$ cat config.mk
export PLATFORM = sky130hd
export DESIGN_NAME = thermal_scan_ctrl
export DESIGN_NICKNAME = d
export VERILOG_FILES = /design/src/rtl/tsc_pkg.sv /design/src/rtl/tsc_regs.sv /design/src/rtl/tsc_seq.sv /design/src/rtl/tsc_chan_mon.sv /design/src/rtl/thermal_scan_ctrl.sv
export SDC_FILE = /design/constraint.sdc
export NUM_CORES = 1
export LEC_CHECK = 0
export BUFFER_PORTS_ARGS = -buffer_cell sky130_fd_sc_hd__clkbuf_2
export CORE_MARGIN = 3
export CORE_UTILIZATION = 63
export DETAILED_ROUTE_END_ITERATION = 10
export PLACE_DENSITY = 0.84
export SLEW_MARGIN = 20
export SYNTH_ARGS = -nofsm -noshare
export SYNTH_HDL_FRONTEND = slang
export SYNTH_SLANG_ARGS = --single-unit
export TNS_END_PERCENT = 100
$ cat constraint.sdc
create_clock -name clk -period 6 [get_ports clk]
set_input_delay 0.6 -clock clk [delete_from_list [all_inputs] [get_ports clk]]
set_output_delay 0.6 -clock clk [all_outputs]
set_load 0.01 [all_outputs]
$ cat src/rtl/tsc_pkg.sv
package tsc_pkg;
  typedef enum logic [1:0] {
    SQ_IDLE = 2'd0,
    SQ_WAIT = 2'd1,
    SQ_REQ  = 2'd2
  } sq_state_e;

  localparam logic [7:0] A_CTL  = 8'h04;
  localparam logic [7:0] A_IEN  = 8'h08;
  localparam logic [7:0] A_PEND = 8'h0C;
  localparam logic [7:0] A_DATA = 8'h20;
  localparam logic [7:0] A_ALM  = 8'h30;
  localparam logic [7:0] A_SHT  = 8'h40;
  localparam logic [7:0] A_DBA  = 8'h60;
  localparam logic [7:0] A_DBS  = 8'h64;
  localparam logic [7:0] A_PN   = 8'h68;
  localparam logic [7:0] A_PH   = 8'h6C;
endpackage

$ cat src/rtl/tsc_regs.sv
module tsc_regs
  import tsc_pkg::*;
#(
  parameter int NCH = 2,
  parameter int DW  = 12,
  parameter int PW  = 16,
  parameter int DBW = 4,
  localparam int CHW = (NCH > 1) ? $clog2(NCH) : 1
) (
  input  logic                     clk,
  input  logic                     rst_n,
  input  logic                     bus_wr,
  input  logic [7:0]               bus_addr,
  input  logic [31:0]              bus_wdata,
  output logic [31:0]              bus_rdata,
  input  logic                     smp_vld,
  input  logic [CHW-1:0]           smp_ch,
  input  logic [DW-1:0]            smp_code,
  input  logic [NCH-1:0]           alarm_set,
  output logic                     ctl_en,
  output logic                     ctl_inv,
  output logic                     ctl_pol,
  output logic [NCH-1:0]           shut_chk,
  output logic [NCH-1:0]           irq_en,
  output logic [NCH-1:0]           route_gpio,
  output logic [NCH-1:0]           route_rst,
  output logic [NCH-1:0]           pend,
  output logic [NCH-1:0][DW-1:0]   thr_alm,
  output logic [NCH-1:0][DW-1:0]   thr_sht,
  output logic [DBW-1:0]           db_alm,
  output logic [DBW-1:0]           db_sht,
  output logic [PW-1:0]            per_norm,
  output logic [PW-1:0]            per_hot
);
  logic                   en_d, inv_d, pol_d;
  logic [NCH-1:0]         chk_d, ien_d, rg_d, rr_d, pend_d;
  logic [NCH-1:0][DW-1:0] alm_d, sht_d, dat_d, data_q;
  logic [DBW-1:0]         dba_d, dbs_d;
  logic [PW-1:0]          pn_d, ph_d;
  logic                   unused_wd;

  assign unused_wd = ^bus_wdata;

  always_comb begin
    en_d = ctl_en;  inv_d = ctl_inv;  pol_d = ctl_pol;  chk_d = shut_chk;
    ien_d = irq_en; rg_d = route_gpio; rr_d = route_rst; pend_d = pend;
    alm_d = thr_alm; sht_d = thr_sht; dat_d = data_q;
    dba_d = db_alm; dbs_d = db_sht; pn_d = per_norm; ph_d = per_hot;
    if (bus_wr) begin
      case (bus_addr)
        A_CTL: begin
          en_d  = bus_wdata[0];
          inv_d = bus_wdata[1];
          pol_d = bus_wdata[8];
          chk_d = bus_wdata[4 +: NCH];
        end
        A_IEN: begin
          ien_d = bus_wdata[0 +: NCH];
          rg_d  = bus_wdata[4 +: NCH];
          rr_d  = bus_wdata[8 +: NCH];
        end
        A_PEND: pend_d = pend & bus_wdata[NCH-1:0];
        A_DBA:  dba_d  = bus_wdata[DBW-1:0];
        A_DBS:  dbs_d  = bus_wdata[DBW-1:0];
        A_PN:   pn_d   = bus_wdata[PW-1:0];
        A_PH:   ph_d   = bus_wdata[PW-1:0];
        default: ;
      endcase
      for (int n = 0; n < NCH; n++) begin
        if (bus_addr == A_ALM + 8'(4 * n)) alm_d[n] = bus_wdata[DW-1:0];
        if (bus_addr == A_SHT + 8'(4 * n)) sht_d[n] = bus_wdata[DW-1:0];
      end
    end
    pend_d = pend_d | alarm_set;
    if (smp_vld) dat_d[smp_ch] = smp_code;
  end

  always_comb begin
    bus_rdata = '0;
    case (bus_addr)
      A_CTL: begin
        bus_rdata[0]        = ctl_en;
        bus_rdata[1]        = ctl_inv;
        bus_rdata[8]        = ctl_pol;
        bus_rdata[4 +: NCH] = shut_chk;
      end
      A_IEN: begin
        bus_rdata[0 +: NCH] = irq_en;
        bus_rdata[4 +: NCH] = route_gpio;
        bus_rdata[8 +: NCH] = route_rst;
      end
      A_PEND: bus_rdata[NCH-1:0] = pend;
      A_DBA:  bus_rdata[DBW-1:0] = db_alm;
      A_DBS:  bus_rdata[DBW-1:0] = db_sht;
      A_PN:   bus_rdata[PW-1:0]  = per_norm;
      A_PH:   bus_rdata[PW-1:0]  = per_hot;
      default: ;
    endcase
    for (int n = 0; n < NCH; n++) begin
      if (bus_addr == A_DATA + 8'(4 * n)) bus_rdata[DW-1:0] = data_q[n];
      if (bus_addr == A_ALM + 8'(4 * n))  bus_rdata[DW-1:0] = thr_alm[n];
      if (bus_addr == A_SHT + 8'(4 * n))  bus_rdata[DW-1:0] = thr_sht[n];
    end
  end

  always_ff @(posedge clk or negedge rst_n) begin
    if (!rst_n) begin
      ctl_en <= 1'b0; ctl_inv <= 1'b0; ctl_pol <= 1'b0; shut_chk <= '0;
      irq_en <= '0; route_gpio <= '0; route_rst <= '0; pend <= '0;
      thr_alm <= '0; thr_sht <= '0; data_q <= '0;
      db_alm <= DBW'(4); db_sht <= DBW'(4);
      per_norm <= '0; per_hot <= '0;
    end else begin
      ctl_en <= en_d; ctl_inv <= inv_d; ctl_pol <= pol_d; shut_chk <= chk_d;
      irq_en <= ien_d; route_gpio <= rg_d; route_rst <= rr_d; pend <= pend_d;
      thr_alm <= alm_d; thr_sht <= sht_d; data_q <= dat_d;
      db_alm <= dba_d; db_sht <= dbs_d;
      per_norm <= pn_d; per_hot <= ph_d;
    end
  end
endmodule

$ cat src/rtl/tsc_seq.sv
module tsc_seq
  import tsc_pkg::*;
#(
  parameter int NCH = 2,
  parameter int PW  = 16,
  localparam int CHW = (NCH > 1) ? $clog2(NCH) : 1
) (
  input  logic           clk,
  input  logic           rst_n,
  input  logic           en,
  input  logic           tick,
  input  logic           hot,
  input  logic [PW-1:0]  per_norm,
  input  logic [PW-1:0]  per_hot,
  input  logic           adc_ack,
  output logic           adc_req,
  output logic [CHW-1:0] adc_chan,
  output logic           smp_vld
);
  sq_state_e      state_q, state_d;
  logic [PW-1:0]  cnt_q, cnt_d, per_sel, per_eff;
  logic [CHW-1:0] ch_q, ch_d;

  assign per_sel = hot ? per_hot : per_norm;
  assign per_eff = (per_sel == '0) ? PW'(1) : per_sel;

  always_comb begin
    state_d = state_q;
    cnt_d   = cnt_q;
    ch_d    = ch_q;
    if (!en) begin
      state_d = SQ_IDLE;
      cnt_d   = '0;
      ch_d    = '0;
    end else begin
      case (state_q)
        SQ_IDLE: begin
          state_d = SQ_WAIT;
          cnt_d   = '0;
        end
        SQ_WAIT: if (tick) begin
          if (cnt_q == per_eff - PW'(1)) begin
            state_d = SQ_REQ;
            cnt_d   = '0;
            ch_d    = '0;
          end else begin
            cnt_d = cnt_q + PW'(1);
          end
        end
        SQ_REQ: if (adc_ack) begin
          if (ch_q == CHW'(NCH - 1)) begin
            state_d = SQ_WAIT;
            ch_d    = '0;
          end else begin
            ch_d = ch_q + CHW'(1);
          end
        end
        default: state_d = SQ_IDLE;
      endcase
    end
  end

  always_ff @(posedge clk or negedge rst_n) begin
    if (!rst_n) begin
      state_q <= SQ_IDLE;
      cnt_q   <= '0;
      ch_q    <= '0;
    end else begin
      state_q <= state_d;
      cnt_q   <= cnt_d;
      ch_q    <= ch_d;
    end
  end

  assign adc_req  = (state_q == SQ_REQ);
  assign adc_chan = ch_q;
  assign smp_vld  = adc_req && adc_ack;
endmodule

$ cat src/rtl/tsc_chan_mon.sv
module tsc_chan_mon #(
  parameter int DW     = 12,
  parameter int DBW    = 4,
  parameter bit HOT_UP = 1'b1
) (
  input  logic           clk,
  input  logic           rst_n,
  input  logic           en,
  input  logic           smp,
  input  logic [DW-1:0]  code,
  input  logic [DW-1:0]  thr_alm,
  input  logic [DW-1:0]  thr_sht,
  input  logic [DBW-1:0] db_alm,
  input  logic [DBW-1:0] db_sht,
  input  logic           chk,
  output logic           alarm_set,
  output logic           shut_act,
  output logic           over
);
  logic           exc_a, exc_s;
  logic [DBW-1:0] ca_q, ca_d, cs_q, cs_d, ca_nxt, cs_nxt, dba_eff, dbs_eff;
  logic           lat_d, over_d;

  generate
    if (HOT_UP) begin : g_up
      assign exc_a = code > thr_alm;
      assign exc_s = code > thr_sht;
    end else begin : g_down
      assign exc_a = code < thr_alm;
      assign exc_s = code < thr_sht;
    end
  endgenerate

  assign dba_eff = (db_alm == '0) ? DBW'(1) : db_alm;
  assign dbs_eff = (db_sht == '0) ? DBW'(1) : db_sht;
  assign ca_nxt  = (&ca_q) ? ca_q : ca_q + DBW'(1);
  assign cs_nxt  = (&cs_q) ? cs_q : cs_q + DBW'(1);

  always_comb begin
    ca_d      = ca_q;
    cs_d      = cs_q;
    lat_d     = shut_act;
    over_d    = over;
    alarm_set = 1'b0;
    if (!en) begin
      ca_d   = '0;
      cs_d   = '0;
      lat_d  = 1'b0;
      over_d = 1'b0;
    end else if (smp) begin
      ca_d      = exc_a ? ca_nxt : '0;
      cs_d      = exc_s ? cs_nxt : '0;
      alarm_set = exc_a && (ca_nxt >= dba_eff);
      lat_d     = shut_act | (chk && exc_s && (cs_nxt >= dbs_eff));
      over_d    = exc_a | exc_s;
    end
  end

  always_ff @(posedge clk or negedge rst_n) begin
    if (!rst_n) begin
      ca_q     <= '0;
      cs_q     <= '0;
      shut_act <= 1'b0;
      over     <= 1'b0;
    end else begin
      ca_q     <= ca_d;
      cs_q     <= cs_d;
      shut_act <= lat_d;
      over     <= over_d;
    end
  end
endmodule

$ cat src/rtl/thermal_scan_ctrl.sv
module thermal_scan_ctrl #(
  parameter int NCH    = 2,
  parameter int DW     = 12,
  parameter int PW     = 16,
  parameter int DBW    = 4,
  parameter bit HOT_UP = 1'b1,
  localparam int CHW   = (NCH > 1) ? $clog2(NCH) : 1
) (
  input  logic           clk,
  input  logic           rst_n,
  input  logic           tick_en,
  input  logic           bus_wr,
  input  logic [7:0]     bus_addr,
  input  logic [31:0]    bus_wdata,
  output logic [31:0]    bus_rdata,
  output logic           adc_req,
  output logic [CHW-1:0] adc_chan,
  input  logic           adc_ack,
  input  logic [DW-1:0]  adc_code,
  output logic           irq,
  output logic           shut_gpio,
  output logic           shut_rst
);
  logic                   ctl_en, ctl_inv, ctl_pol, smp_vld, hot;
  logic [NCH-1:0]         shut_chk, irq_en, route_gpio, route_rst, pend;
  logic [NCH-1:0]         alarm_set, shut_act, over;
  logic [NCH-1:0][DW-1:0] thr_alm, thr_sht;
  logic [DBW-1:0]         db_alm, db_sht;
  logic [PW-1:0]          per_norm, per_hot;
  logic [31:0]            inv_full;
  logic [DW-1:0]          code_st;
  logic                   gpio_act, rst_act;

  assign inv_full = 32'd1024 - 32'(adc_code);
  assign code_st  = ctl_inv ? inv_full[DW-1:0] : adc_code;

  tsc_regs #(.NCH(NCH), .DW(DW), .PW(PW), .DBW(DBW)) u_regs (
    .clk(clk), .rst_n(rst_n), .bus_wr(bus_wr), .bus_addr(bus_addr),
    .bus_wdata(bus_wdata), .bus_rdata(bus_rdata),
    .smp_vld(smp_vld), .smp_ch(adc_chan), .smp_code(code_st),
    .alarm_set(alarm_set), .ctl_en(ctl_en), .ctl_inv(ctl_inv),
    .ctl_pol(ctl_pol), .shut_chk(shut_chk), .irq_en(irq_en),
    .route_gpio(route_gpio), .route_rst(route_rst), .pend(pend),
    .thr_alm(thr_alm), .thr_sht(thr_sht), .db_alm(db_alm),
    .db_sht(db_sht), .per_norm(per_norm), .per_hot(per_hot)
  );

  tsc_seq #(.NCH(NCH), .PW(PW)) u_seq (
    .clk(clk), .rst_n(rst_n), .en(ctl_en), .tick(tick_en), .hot(hot),
    .per_norm(per_norm), .per_hot(per_hot), .adc_ack(adc_ack),
    .adc_req(adc_req), .adc_chan(adc_chan), .smp_vld(smp_vld)
  );

  generate
    for (genvar g = 0; g < NCH; g++) begin : g_mon
      tsc_chan_mon #(.DW(DW), .DBW(DBW), .HOT_UP(HOT_UP)) u_mon (
        .clk(clk), .rst_n(rst_n), .en(ctl_en),
        .smp(smp_vld && (adc_chan == CHW'(g))), .code(code_st),
        .thr_alm(thr_alm[g]), .thr_sht(thr_sht[g]),
        .db_alm(db_alm), .db_sht(db_sht), .chk(shut_chk[g]),
        .alarm_set(alarm_set[g]), .shut_act(shut_act[g]), .over(over[g])
      );
    end
  endgenerate

  assign hot       = |over;
  assign irq       = |(pend & irq_en);
  assign gpio_act  = |(shut_act & route_gpio);
  assign rst_act   = |(shut_act & route_rst);
  assign shut_gpio = ctl_pol ? gpio_act : ~gpio_act;
  assign shut_rst  = ctl_pol ? rst_act : ~rst_act;
endmodule

==> metrics.yaml <==
logic_synthesis:
  yosys.area.top_type: "dfrtp_1"
  synth.cell_area_mm2: 0.0105
  postSynthCellCount: 1074
  synthTopCellsByCount: "dfrtp_1, mux2_2, nor2_1"
  synth-simple-area-share_pct: 14.8
  synth.distinct_cells: 69
  synth-edff-count: 0
  synthFlopType: "dfrtp_1"
  synth_compound_area_share_pct: 15.2
  yosysMostFrequentCell: "dfrtp_1"
  synth_top_family_by_area: "compound AO/OA/AOI/OAI gates"
  synthAdderAreaFrac_pct: 8.47
  synthMuxAreaShare_pct: 13.3
  synth.avg_cell_area_um2: 9.77
  yosysTopAreaCellShare_pct: 38.6
  ys_ff_latch: 164
  ys_seq_area_share_pct: 39.1
  synthXorXnorAreaFrac_pct: 3.59
  async_flop_share_pct: 100
  yosysWarnings: 0
  yosys-top-cells-area: "dfrtp_1, mux2_2, ha_1"
floorplan:
  io_pins: 94
  fp-row-count: 46
  start_util_pct: 65.1
  die_h_um: 135
  die_x_um: 135
  dieArea_mm2: 0.0182
  core_area_mm2: 0.0161
power:
  totalPowerFinal_uw: 2640
  ir_drop_mv: 0.220
  power.density_mw_per_mm2: 230
  p_leak_uw: 0.00545
clocking:
  hold_buffers: 0
  h-tree-depth: 4
  cts_resized: 0
  path_clk_slew_ns: 0.07
  cts_setup_buffers: 0
  clock_sinks: 164
  cts-buffers-inserted: 17
  clockRootBuffer: "clkbuf_16"
  clockBufferDepth: 2
  clkLatencyLatePin_ns: 0.44
  cts_tree: "done"
timing:
  fin_ws_ns: 1.25
  period_needed_ns: 4.75
  maxSlewHeadroom_pct: 33.8
  fmax_ghz: 0.210
  fin_crit_sh_pct: 79.2
  hold_viol_final: 0
  rsz0062_at_grt: "no"
  setup_viol: 0
  drv_slew: 0
  tightestPinTransition_ns: 0.990
  tns_ns: 0
  fin_skew_ns: 0.00972
  fin_hold_ws_ns: 0.296
global_routing:
  grt_max_degree: 108
  grt_use_met2_pct: 51.3
  grt_pass1_vias: 8754
  grtUsageTotal_pct: 30.9
  grt_pass1_wl_um: 44400
  met3_usage_pct: 6.37
  grt_overflow: 0
  met1_usage_pct: 39.8
  top_usage_layer: "met2"
  antenna_found_initial: 0
placement:
  hpwl_um: 19700
  place_ws_ns: 1.40
  gp_congestion: 0.913
  port_buffers: 61
finish:
  layout-drive-gt1-share_pct: 20.3
  num-nets-final: 1251
  diodes: 0
  area_growth_pct: 9.37
  final_core_util_pct: 71.2
worst_setup_path:
  crit_arrival_ns: 5.04
  crit_chain: "or2_1, a21oi_1, nor3_2, a21oi_1, ha_1, o211ai_2, a2111oi_2, nand4b_1, o31ai_1, nand4_1, nor3b_4, nor4_1"
  cp-end-kind: "flop"
  cpMostUsedCell: "a21oi_1"
  setup.worst_path.start_class: "flop"
  critPathBufInv: 0
  slowest_stage: "a2111oi_2"
  slowest_delay_ns: 0.61
  cp.required_ns: 6.29
  crit_fanout: 19
  path_class: "reg -> reg"
  critical_path.top_delay_family: "compound AO/OA/AOI/OAI gates"
route:
  ant_nets: 0
  drt_iter0_drc: 875
  drt_first_pass_iters: 6
  wire_per_inst_um: 20.5
  totalWireLength_um: 27700
  viasPerCell: 6.58
  drc_errors: 0
  vias: 8886
run_status:
  outcome: "finished clean"
hold_path:
  min_path_type: "in -> async"
run:
  maxCapViolCount: 0
sequential cells by signal, indices dropped and copies added, names as in the netlist, 4 cells and up:
signal            flops
u_regs.per_norm      16
u_regs.db_alm         4
u_regs.per_hot       16
u_regs.thr_alm       24
u_regs.data_q        24
u_regs.thr_sht       24
g_mon.u_mon.ca_q      8
u_regs.db_sht         4
g_mon.u_mon.cs_q      8
u_seq.cnt_q          16
path summary, 6_finish.rpt:
path	from	to	slack, ns	depth (start not counted)
worst max-delay path	g_mon[1].u_mon.over	u_seq.cnt_q[6]	1.25	12
worst min-delay path	rst_n	g_mon[1].u_mon.ca_q[2]	0.30	1
worst max register to register	g_mon[1].u_mon.over	u_seq.cnt_q[6]	1.25	12
worst min register to register	u_regs.data_q[17]	u_regs.data_q[17]	0.49	2
max in group asynchronous	rst_n	g_mon[0].u_mon.shut_act	4.38	2
min in group clk	bus_wdata[14]	u_regs.per_hot[14]	0.42	2
per-stage QoR:
stage	area, um^2	std cells
finish	11500	1350
global route	11500	1350
CTS	11500	1350
detailed placement	10900	1320
global placement	10900	1320
floorplan	10600	1089
report_power, final:
part | internal [uW] | switching, uW | leakage [uW]
logic | 165 | 239 | 0.00293
clock network | 573 | 480 | 0.000268
registers | 1140 | 40.6 | 0.00225
layout by cell type (no fill, tap or decap), types with 5 or more instances in the layout:
master and count:
nand2b_1 14, a31oi_1 9, o211ai_1 6, o31ai_1 7, clkbuf_16 17, nand4_1 16
inv_1 77, or3_1 11, xnor2_1 23, a221o_1 6, a221oi_1 9, mux2_2 108
conb_1 16, xor2_1 20, nor4_1 17, nand3_1 30, a21oi_1 53, buf_4 7
nor2b_1 6, ha_1 71, and3_1 11, o21ai_0 45, nor3_1 29, o22ai_1 6
nand2_1 64, a222oi_1 16, clkbuf_2 60, a22o_1 11, a21o_1 25, mux2i_1 16
nor2_1 80, a22oi_1 7, dfrtp_1 162, or2_2 5
per-layer routing:
metal  routed length, um  share of wire [%]
met5                   0                  0
met4                 907                3.3
met3                2180                7.9
met2               13500                 49
met1               11100                 40
final cells by class:
class | count | area (um^2)
multi-input combinational | 795 | 5890
fill | 1180 | 4640
sequential | 164 | 4110
clock buffer | 17 | 425
timing repair buffer | 68 | 364
inverter | 77 | 289
tap | 216 | 270
clock inverter | 13 | 128
logic make-up after synthesis:
family | Yosys count
and+or+nand+nor | 309
AOI/OAI and AO/OA | 231
DFF | 164
buffers and inverters | 130
muxes | 125
adders and majority gates | 71
xor gates and xnor gates | 43
other | 1
Power figures use the tool's default switching activity.
